--- config.mk ---
export PLATFORM = sky130hd
export DESIGN_NAME = ext_irq_detect
export DESIGN_NICKNAME = d
export VERILOG_FILES = /design/src/rtl/ext_irq_pkg.sv /design/src/rtl/eid_pin_sense.sv /design/src/rtl/eid_nmi_sense.sv /design/src/rtl/eid_regs.sv /design/src/rtl/ext_irq_detect.sv
export SDC_FILE = /design/constraint.sdc
export NUM_CORES = 1
export LEC_CHECK = 0
export BUFFER_PORTS_ARGS = -buffer_cell sky130_fd_sc_hd__buf_4
export CAP_MARGIN = 10
export CORE_MARGIN = 5
export CORE_UTILIZATION = 49
export CTS_CLUSTER_DIAMETER = 40
export DETAILED_ROUTE_END_ITERATION = 12
export PLACE_DENSITY = 0.87
export SLEW_MARGIN = 20
export SYNTH_ARGS = -nofsm -noshare
export SYNTH_HDL_FRONTEND = slang
export SYNTH_SLANG_ARGS = --single-unit
export TNS_END_PERCENT = 30
--- constraint.sdc ---
create_clock -name clk -period 1.6 [get_ports clk]
set_input_delay 0.08 -clock clk [delete_from_list [all_inputs] [get_ports clk]]
set_output_delay 0.08 -clock clk [all_outputs]
set_load 0.01 [all_outputs]
--- src/rtl/ext_irq_pkg.sv ---
package ext_irq_pkg;
  typedef enum logic [1:0] {
    SENSE_LOW      = 2'b00,
    SENSE_FALL     = 2'b01,
    SENSE_RISE     = 2'b10,
    SENSE_FALL_ALT = 2'b11
  } sense_e;

  localparam int REG_ADDR_W = 2;
  localparam logic [REG_ADDR_W-1:0] ADDR_MODE = 2'd0;
  localparam logic [REG_ADDR_W-1:0] ADDR_NMI  = 2'd1;
  localparam logic [REG_ADDR_W-1:0] ADDR_FLAG = 2'd2;
endpackage

--- src/rtl/eid_pin_sense.sv ---
module eid_pin_sense
  import ext_irq_pkg::*;
(
  input  logic       clk,
  input  logic       rst_n,
  input  logic       pin,
  input  logic [1:0] mode,
  input  logic       ack,
  input  logic       flag_rd,
  input  logic       flag_wr,
  input  logic       wr_bit,
  output logic       req
);
  logic prev_q, latch_q, arm_q;
  logic is_level, want_rise, hit, sw_clr;

  assign is_level  = (mode == SENSE_LOW);
  assign want_rise = (mode == SENSE_RISE);
  assign hit       = !is_level && (want_rise ? (!prev_q && pin) : (prev_q && !pin));
  assign sw_clr    = flag_wr && !wr_bit && arm_q;
  assign req       = is_level ? !pin : latch_q;

  always_ff @(posedge clk) begin
    if (!rst_n) begin
      prev_q  <= 1'b1;
      latch_q <= 1'b0;
      arm_q   <= 1'b0;
    end else begin
      prev_q <= pin;
      if (is_level) begin
        latch_q <= 1'b0;
        arm_q   <= 1'b0;
      end else if (hit) begin
        latch_q <= 1'b1;
        arm_q   <= 1'b0;
      end else if (ack || sw_clr) begin
        latch_q <= 1'b0;
        arm_q   <= 1'b0;
      end else if (flag_rd && latch_q) begin
        arm_q <= 1'b1;
      end
    end
  end

  assert_edge_hold_R3: assert property (@(posedge clk) disable iff (!rst_n)
    (!is_level && req && !ack && !sw_clr) |=> (req || is_level));
  assert_no_spurious_R3: assert property (@(posedge clk) disable iff (!rst_n)
    (!is_level && !req && !hit) |=> (!req || is_level));
  assert_ack_clear_R4: assert property (@(posedge clk) disable iff (!rst_n)
    (!is_level && ack && !hit) |=> (!req || is_level));
  assert_edge_wins_R7: assert property (@(posedge clk) disable iff (!rst_n)
    (!is_level && hit) |=> (req || is_level));
endmodule

--- src/rtl/eid_nmi_sense.sv ---
module eid_nmi_sense (
  input  logic clk,
  input  logic rst_n,
  input  logic pin,
  input  logic rise_sel,
  input  logic ack,
  output logic req
);
  logic prev_q, req_q, hit;

  assign hit = rise_sel ? (!prev_q && pin) : (prev_q && !pin);
  assign req = req_q;

  always_ff @(posedge clk) begin
    if (!rst_n) begin
      prev_q <= 1'b1;
      req_q  <= 1'b0;
    end else begin
      prev_q <= pin;
      if (hit)      req_q <= 1'b1;
      else if (ack) req_q <= 1'b0;
    end
  end

  assert_nmi_hold_R8: assert property (@(posedge clk) disable iff (!rst_n)
    (req && !ack) |=> req);
  assert_nmi_ack_R8: assert property (@(posedge clk) disable iff (!rst_n)
    (ack && !hit) |=> !req);
endmodule

--- src/rtl/eid_regs.sv ---
module eid_regs
  import ext_irq_pkg::*;
#(
  parameter int NUM_PINS = 4,
  parameter int DATA_W   = 16
) (
  input  logic                  clk,
  input  logic                  rst_n,
  input  logic                  bus_rd,
  input  logic                  bus_wr,
  input  logic [REG_ADDR_W-1:0] bus_addr,
  input  logic [DATA_W-1:0]     bus_wdata,
  input  logic [NUM_PINS-1:0]   flags,
  output logic [2*NUM_PINS-1:0] mode_q,
  output logic                  nmi_rise_q,
  output logic                  flag_rd,
  output logic                  flag_wr,
  output logic [NUM_PINS-1:0]   wr_bits,
  output logic [DATA_W-1:0]     bus_rdata
);
  localparam int MODE_W = 2 * NUM_PINS;

  logic [DATA_W-1:0] rd_mux;

  assign flag_rd = bus_rd && (bus_addr == ADDR_FLAG);
  assign flag_wr = bus_wr && (bus_addr == ADDR_FLAG);
  assign wr_bits = bus_wdata[NUM_PINS-1:0];

  always_comb begin
    rd_mux = '0;
    case (bus_addr)
      ADDR_MODE: rd_mux[MODE_W-1:0]   = mode_q;
      ADDR_NMI:  rd_mux[0]            = nmi_rise_q;
      ADDR_FLAG: rd_mux[NUM_PINS-1:0] = flags;
      default:   rd_mux = '0;
    endcase
  end

  always_ff @(posedge clk) begin
    if (!rst_n) begin
      mode_q     <= '0;
      nmi_rise_q <= 1'b0;
      bus_rdata  <= '0;
    end else begin
      if (bus_wr && bus_addr == ADDR_MODE) mode_q     <= bus_wdata[MODE_W-1:0];
      if (bus_wr && bus_addr == ADDR_NMI)  nmi_rise_q <= bus_wdata[0];
      if (bus_rd) bus_rdata <= rd_mux;
    end
  end

  assert_rdata_hold_R5: assert property (@(posedge clk) disable iff (!rst_n)
    !bus_rd |=> $stable(bus_rdata));
endmodule

--- src/rtl/ext_irq_detect.sv ---
module ext_irq_detect
  import ext_irq_pkg::*;
#(
  parameter int NUM_PINS = 4,
  parameter int DATA_W   = 16
) (
  input  logic                  clk,
  input  logic                  rst_n,
  input  logic [NUM_PINS-1:0]   irq_pin,
  input  logic                  nmi_pin,
  input  logic [NUM_PINS-1:0]   irq_ack,
  input  logic                  nmi_ack,
  output logic [NUM_PINS-1:0]   irq_req,
  output logic                  nmi_req,
  input  logic                  bus_rd,
  input  logic                  bus_wr,
  input  logic [REG_ADDR_W-1:0] bus_addr,
  input  logic [DATA_W-1:0]     bus_wdata,
  output logic [DATA_W-1:0]     bus_rdata
);
  logic [2*NUM_PINS-1:0] mode_q;
  logic                  nmi_rise_q;
  logic                  flag_rd, flag_wr;
  logic [NUM_PINS-1:0]   wr_bits;

  eid_regs #(.NUM_PINS(NUM_PINS), .DATA_W(DATA_W)) u_regs (
    .clk        (clk),
    .rst_n      (rst_n),
    .bus_rd     (bus_rd),
    .bus_wr     (bus_wr),
    .bus_addr   (bus_addr),
    .bus_wdata  (bus_wdata),
    .flags      (irq_req),
    .mode_q     (mode_q),
    .nmi_rise_q (nmi_rise_q),
    .flag_rd    (flag_rd),
    .flag_wr    (flag_wr),
    .wr_bits    (wr_bits),
    .bus_rdata  (bus_rdata)
  );

  for (genvar i = 0; i < NUM_PINS; i++) begin : g_pin
    eid_pin_sense u_sense (
      .clk     (clk),
      .rst_n   (rst_n),
      .pin     (irq_pin[i]),
      .mode    (mode_q[2*i+1:2*i]),
      .ack     (irq_ack[i]),
      .flag_rd (flag_rd),
      .flag_wr (flag_wr),
      .wr_bit  (wr_bits[i]),
      .req     (irq_req[i])
    );
  end

  eid_nmi_sense u_nmi (
    .clk      (clk),
    .rst_n    (rst_n),
    .pin      (nmi_pin),
    .rise_sel (nmi_rise_q),
    .ack      (nmi_ack),
    .req      (nmi_req)
  );
endmodule

After elaboration in Yosys (flattened, before gate mapping)
Cells that the tools add are included.
{ "word_totals": {"register_bits": 31, "in_bits": 32, "output_inout_bits": 21, "wordCells": 116} }
{ "classes": {"n_eq_ne": 6, "muxes": 22, "n_bitwise": 1, "reduce_logical": 70} }
{ "ops": {"columns": ["operator", "n"], "rows": [
  ["logical AND 1 bit", 30],
  ["2-to-1 mux 1 bit", 19],
  ["zero test 1 bit", 18],
  ["OR reduction 4 bit", 4],
  ["== test 2 bit, second input constant", 5],
  ["zero test 2 bit", 5],
  ["nonzero test 2 bit", 5],
  ["OR reduction 2 bit", 4],
  ["case mux 3 bit (2 select lines)", 1],
  ["logical OR 1 bit", 4],
  ["2-to-1 mux 4 bit", 1],
  ["case mux 1 bit (3 select lines)", 1],
  ["== test 2 x 1 -> 1 bit, second input constant", 1],
  ["NOT 1 bit", 1]
]} }

Logic depth before layout (Yosys ltp)
Gate-level depths: netlist of run 1.
{ "depth": {"depth_word": 7, "mapped_depth": 5, "mapped_depth_nobuf": 3} }

Hierarchy
Synthesis of run 1 repeated with hierarchy kept, for this count alone.
{ "unflattened": {"cells_unflattened": 161, "area_unflattened_um2": 1488.9} }
{ "by_module_without_submodules": {"columns": ["mod", "instances", "cells_each", "area_each_um2", "seq_area_each_um2"], "rows": [
  ["eid_regs", 1, 86, 850.8, 340.3],
  ["eid_pin_sense", 4, 17, 140.1, 60.1],
  ["eid_nmi_sense", 1, 7, 77.6, 40.0]
]} }

Worst setup path before layout of run 1
No wires, ideal clock.
{ "synth_path": {"kind": "register to register", "startpoint": "register u_regs.mode_q[4]", "endpoint": "register u_regs.bus_rdata[2]", "setup_time_ns": 0.130, "t_arrival_ns": 1.001, "required_time_ns": 1.470, "slack_ns": 0.469, "path_stages_with_launch": 4, "n_path_buf": 0, "period_less_slack_ns": 1.131, "path_cell_list": "dfxtp_1 or3b_2 o211ai_1 a311oi_1"} }
{ "synth_via": {"elab_chain_cells": 3} }
{ "synth_lines": {"columns": ["item", "line", "source"], "rows": [
  ["start: declaration", "eid_regs.sv:14", "output logic [2*NUM_PINS-1:0] mode_q,"],
  ["start signal: assignment", "eid_regs.sv:45", "if (bus_wr && bus_addr == ADDR_MODE) mode_q <= bus_wdata[MODE_W-1:0];"],
  ["zero test 2 bit", "eid_pin_sense.sv:17", "assign is_level = (mode == SENSE_LOW);"],
  ["2-to-1 mux 1 bit", "eid_pin_sense.sv:21", "assign req = is_level ? !pin : latch_q;"],
  ["case mux 3 bit (2 select lines)", "eid_regs.sv:31", "case (bus_addr)"],
  ["end signal: assignment", "eid_regs.sv:47", "if (bus_rd) bus_rdata <= rd_mux;"],
  ["end: declaration", "eid_regs.sv:19", "output logic [DATA_W-1:0] bus_rdata"]
]} }
No other way between the ends.
A chain may end at the register's enable or synchronous reset.

Worst setup path in the final report of run 1
{ "layout_path": {"startpoint": "register u_regs.mode_q[2]", "endpoint": "output port irq_req[1]"} }
{ "layout_via": {"elab_chain_cells": 2} }
{ "layout_lines": {"columns": ["item", "line", "source"], "rows": [
  ["zero test 2 bit", "eid_pin_sense.sv:17", null],
  ["2-to-1 mux 1 bit", "eid_pin_sense.sv:21", null],
  ["end: declaration", "ext_irq_detect.sv:13", "output logic [NUM_PINS-1:0] irq_req,"]
]} }
No other way between the ends.

==> metrics, run 1 <==
initial antenna violation count 0; maximum VDD drop between 0.0005 and 0.0006 V; clk slew on worst S/H paths 0.09 ns; most frequent cells in the layout buf_4, dfxtp_1, nor2b_1; Util after Layout between 60% and 70%; outcome finished clean; DP Wirelength 2412 um; cell-by-cell trace of the critical path or3b_2 -> o21a_1 -> buf_4; area grow syn2layout 24.27%; Final Hold Vio Count 0; synth warn 0; core area around 3000 um^2; count of cell types in the netlist 33; RSZ-0062 raised after global routing false; GR Util All Layers ~16%; CP Launch Type register; setup TNS 0 ns; chip height 66.84 um; Final nets 246; Max Clock Skew roughly 0.0084 ns; Initial Util about half; Post-Route WL 3298 um; DR vias approximately 1300; biggest fanout along the worst timing path 7; Max Cap Violations 0; post-layout minimum cycle time 1.541 ns; clk_lat worst skew between 0.3 and 0.4 ns; H-Tree Depth 2; CTS tree built; Antenna Violating Nets Remaining 0; Worst Reg-to-Reg Cells 3; Worst EP arrival 1.46 ns; Data required, critical path ~1.5 ns; Setup violations, final 0; CTS max path bufs 2; Final GP Congestion about 0.75; via-per-instance ratio about 5.1; f_max roughly 650 MHz; drt initial violations around 110; CP max stage cell or3b_2; synthesized area per cell 9.096 um^2; number of global-route vias before repair around 1200; Cell Count, Final, Fillers Out approximately 260; FF/Latch Area ~620 um^2; Port Buf Inserts 36; CP max stage delay 0.50 ns; commonest non-fill, non-tap cell in the layout buf_4; largest net degree at the start of global routing 30; Die Width 66.84 um; CTS Buf Count 5; Worst Hold Path Cells 3; Syn Std Cell Area around 1600 um^2; Final Max Tran Viols 0; I/O pin total between 50 and 60; TritonCTS sink count 31; Lkg Pwr 0.7438 nW; fin worst setup slack between 0.05 and 0.06 ns; die area ~4500 um^2; sequential area share after synthesis around two fifths; kind of critical path register to primary output; area of the multi-input gates ~860 um^2; CP Capture Type primary output; Min-Delay Path Class primary input to register; period utilisation layout between 90 and 100%; Worst path depth 3; CP Buf/Inv Count 1; Syn Inst Count 174; filler cell count 277; DP Cell Count between 200 and 250; Clock Tree Root clkbuf_4; pre-CTS setup slack about 0.4 ns; drt first pass iters 4; synthesized flop and latch total 31; routed length per instance between 10 and 15 um; first-pass GRT wire length approximately 5400 um; n_diodes 0; CP top delay family simple AND/OR/NAND/NOR gates; fraction of final layout cells sized beyond drive strength 1 approximately a quarter; FP Rows 20; Final Power ~0.0016 W; # DRC 0; PD cells 800.3 nW/um^2; grt ovf 0
report_power, final:
group | internal, W | leakage [nW] | switching (W)
Combinational | 0.000131 | 0.451 | 0.000105
Sequential | 0.000795 | 0.254 | 0.0000216
Clock | 0.000258 | 0.0386 | 0.000263
Total | 0.00118 | 0.744 | 0.000390
timing repair:
item                                    4_1_cts  5_1_grt
buffers inserted                              0        0
hold buffers                                  7        0
endpoints found under the setup margin        0        2
endpoints found under the hold margin         7        0
gates resized for setup                       0        3
registers in the layout, indices dropped and copies added (netlist names):
signal	cells
g_pin.u_sense.arm_q	4
g_pin.u_sense.latch_q	4
g_pin.u_sense.prev_q	4
u_nmi.prev_q	1
u_nmi.req	1
u_regs.bus_rdata	8
u_regs.mode_q	8
u_regs.nmi_rise_q	1
metal layers:
layer  part of all wire, %  track usage [%]  vias up  wire, um
li1                      -                -      680         -
met2                    45            25.50       39      1492
met3                   7.1            4.216        5       233
met1                    46            20.33      590      1530
met5                     0                0        -         0
met4                   1.3            5.330        0        42
synthesized netlist by cell type:
cell,instances,share of area (%)
nand2_1,5,1.2
o21bai_1,4,1.9
clkbuf_1,2,0.47
o21ai_0,5,1.6
nor2b_1,24,9.5
buf_2,2,0.63
a211o_1,3,1.7
a311oi_1,2,1.1
o31a_1,2,1.1
nor3_1,3,0.95
o22ai_1,3,1.2
buf_4,13,6.2
nor2_1,7,1.7
nand3b_1,2,0.95
nor4b_1,1,0.55
o211ai_1,6,2.8
and3b_1,1,0.55
o21a_1,4,1.9
o2bb2ai_1,1,0.55
a21oi_1,7,2.2
conb_1,1,0.24
mux2i_1,10,6.3
a31oi_1,5,2.0
a21boi_1,1,0.47
or3_1,1,0.40
nand4bb_1,1,0.71
clkbuf_2,2,0.63
or3b_2,3,1.7
nor4bb_1,3,1.9
nor3b_1,3,1.4
nand2b_1,15,5.9
a21boi_0,1,0.47
dfxtp_1,31,39
path summary, 6_finish.rpt:
kind                                       endpoint           startpoint  slack (ns)
worst max-delay path                     irq_req[1]     u_regs.mode_q[2]        0.06
worst min-delay path               u_regs.mode_q[4]         bus_wdata[4]        0.02
worst max register to register  u_regs.bus_rdata[1]     u_regs.mode_q[2]        0.38
worst min register to register  u_regs.bus_rdata[2]  u_regs.bus_rdata[2]        0.50
through the flow:
step	instance area, um^2	hold WS (ns)
CTS	1963	0.003008
detailed placement	1824	0.2909
finish	1967	0.01625
global placement	1824	0.2887
floorplan	1609	0.1815
global route	1967	0.009872
cells by family (layout without fill, tap and decap cells):
| logic type | Yosys count | in the layout | share of synthesized area (%) |
|---|---|---|---|
| other | 1 | 8 | 0.2369 |
| AOI/OAI and AO/OA | 44 | 44 | 18.97 |
| buffers and inverters | 19 | 53 | 7.905 |
| DFF | 31 | 31 | 39.21 |
| and+or+nand+nor | 69 | 69 | 27.35 |
| muxes | 10 | 10 | 6.324 |
area by class of cell:
cell class / count / area share [%]
clock buffer: 8 / 3.499
multi-input combinational: 131 / 43.89
sequential: 31 / 31.74
timing repair buffer: 45 / 18.07
tap: 44 / 2.799
worst register-to-register path: stages (launching register included):
cell and delay, ns:
dfxtp_1 0.37, or3b_2 0.50, o211ai_1 0.11, a311oi_1 0.12
No activity file was read; power rests on OpenSTA's default activity.
==> run 2: changes to the inputs <==
==> constraint.sdc (replaced) <==
create_clock -name clk -period 1.6 [get_ports clk]
set_input_delay 0.24 -clock clk [delete_from_list [all_inputs] [get_ports clk]]
set_output_delay 0.24 -clock clk [all_outputs]
set_load 0.01 [all_outputs]
==> run 2 against run 1 <==
Against the previous run:
- critical path depth unchanged
- sequential share of layout area is 0.95 points higher
- first-iteration DRC count is 60% lower
- wire length rose by 8.5%
- design area fell by 0.76%
==> metrics, run 2 (synthesis results as in run 1) <==
outcome finished clean; post-layout minimum cycle time around 1.6 ns; core area 3078 um^2; slack of the worst reg-to-reg path between 0.3 and 0.4 ns; initial antenna violation count 0; PD cells roughly 760 nW/um^2; CTS tree built; DR vias around 1300; kind of critical path register to primary output; part of the power in registers 54.3%; DP Wirelength around 2600 um; Final Hold Vio Count 0; met3 Usage GRT under 10%; Final nets between 200 and 250; grt ovf 0; most frequent cells in the layout buf_4, dfxtp_1, nor2b_1; Clk pwr share between 20% and 30%; first-pass GRT wire length 5609 um; GRT met2 Usage about 30%; Max Cap Violations 0; TritonCTS sink count 31; Regs by FF count u_regs.bus_rdata (8), u_regs.mode_q (8); CP Capture Type primary output; largest net degree at the start of global routing 23; drt first pass iters 4; Die Width 66.84 um; Util after Layout a little under two thirds; Int Pwr 0.001095 W; NetSw 0.0003933 W; RSZ-0062 raised after global routing true; Lkg Pwr 0.7449 nW; Antenna Violating Nets Remaining 0; number of global-route vias before repair 1220; Initial Util around 51%; routed length per instance ~14 um; Max Clock Skew 0.005884 ns; fraction of final layout cells sized beyond drive strength 1 27.57%; die area roughly 4500 um^2; Setup violations, final 0; commonest non-fill, non-tap cell in the layout buf_4; via-per-instance ratio 5.194; GRT met1 Usage between 10% and 20%; logic gate share of total power 16.5%; Clock Tree Root clkbuf_4; chip height 66.84 um; CTS max path bufs 2; Min-Delay Path Class primary input to register; FP Rows 20; fin worst setup slack 0.03992 ns; n_diodes 0; sw frac 26.43%; filler cell count 285; # DRC 0; maximum VDD drop ~0.00054 V; CTS Buf Count 5; period utilisation layout between 90% and 100%; Worst Hold Path Cells 2; clk slew on worst S/H paths about 0.090 ns; H-Tree Depth 2; Data required, critical path roughly 1.4 ns; GR Util All Layers between 10% and 20%; biggest fanout along the worst timing path 2; Final Max Tran Viols 0; Post-Route WL around 3600 um; Worst Reg-to-Reg Cells 4; CP Launch Type register; drt initial violations 42; busiest grt layer met2; Worst EP arrival 1.32 ns; pre-CTS setup slack about 0.25 ns; f_max around 640 MHz; clk_lat worst skew between 0.3 and 0.4 ns; Port Buf Inserts 36; I/O pin total between 50 and 60; area grow syn2layout 23.32%; Final GP Congestion between 0.7 and 0.8
run 2: path summary, 6_finish.rpt:
path,end,start
min,u_nmi.prev_q,nmi_pin
min reg2reg,u_regs.bus_rdata[1],u_regs.bus_rdata[1]
max,irq_req[1],u_regs.mode_q[2]
max reg2reg,g_pin[3].u_sense.arm_q,u_regs.mode_q[6]
run 2: cell type report:
| cell class | count | area, um^2 | share of cell area (%) |
|---|---|---|---|
| Clock buffer | 7 | 45.04 | 2.308 |
| Clock inverter | 1 | 5.005 | 0.2564 |
| Multi-Input combinational cell | 131 | 870.8 | 44.62 |
| Timing Repair Buffer | 44 | 337.8 | 17.31 |
| Sequential cell | 31 | 638.1 | 32.69 |
| Tap cell | 44 | 55.05 | 2.821 |
run 2: worst max-delay path, stage by stage (launching register included):
cell,delay (ns)
dfxtp_4,0.35
or3b_4,0.39
o21a_1,0.13
buf_6,0.12
run 2: repair_timing:
| action | CTS | global route |
|---|---|---|
| hold buffers | 0 | 0 |
| resized for setup | 8 | 7 |
| buffers inserted | 2 | 2 |
| endpoints found under the setup margin | 3 | 4 |
| pin swaps | 0 | 0 |
| hold endpoints to repair | 0 | 0 |
run 2: power by group through the flow:
stage,clock network (W),logic (W),registers [W]
2_1_floorplan,0,0.000152,0.000831
3_3_place_gp,0,0.000223,0.000832
3_5_place_dp,0,0.000228,0.000833
4_1_cts,0.000443,0.000235,0.000812
5_1_grt,0.000486,0.000266,0.000812
6_report,0.000434,0.000245,0.000808
run 2: layer usage:
layer  share of wire, %  vias up
li1                   -      677
met1                 43      619
met2                 48       40
met3                7.2        4
met4                1.7        0
met5                  0        -
run 2: stage by stage:
step | TNS, ns | instances | hold WS (ns) | instance area, um^2 | power [W]
after floorplan | 0 | 181 | 0.3415 | 1609 | 0.0009836
after global placement | 0 | 246 | 0.4489 | 1839 | 0.001055
after detailed placement | 0 | 246 | 0.4500 | 1839 | 0.001061
after CTS | -0.1309 | 256 | 0.1011 | 1918 | 0.001490
after global routing | -0.02381 | 258 | 0.09394 | 1952 | 0.001564
final | 0 | 258 | 0.1085 | 1952 | 0.001488
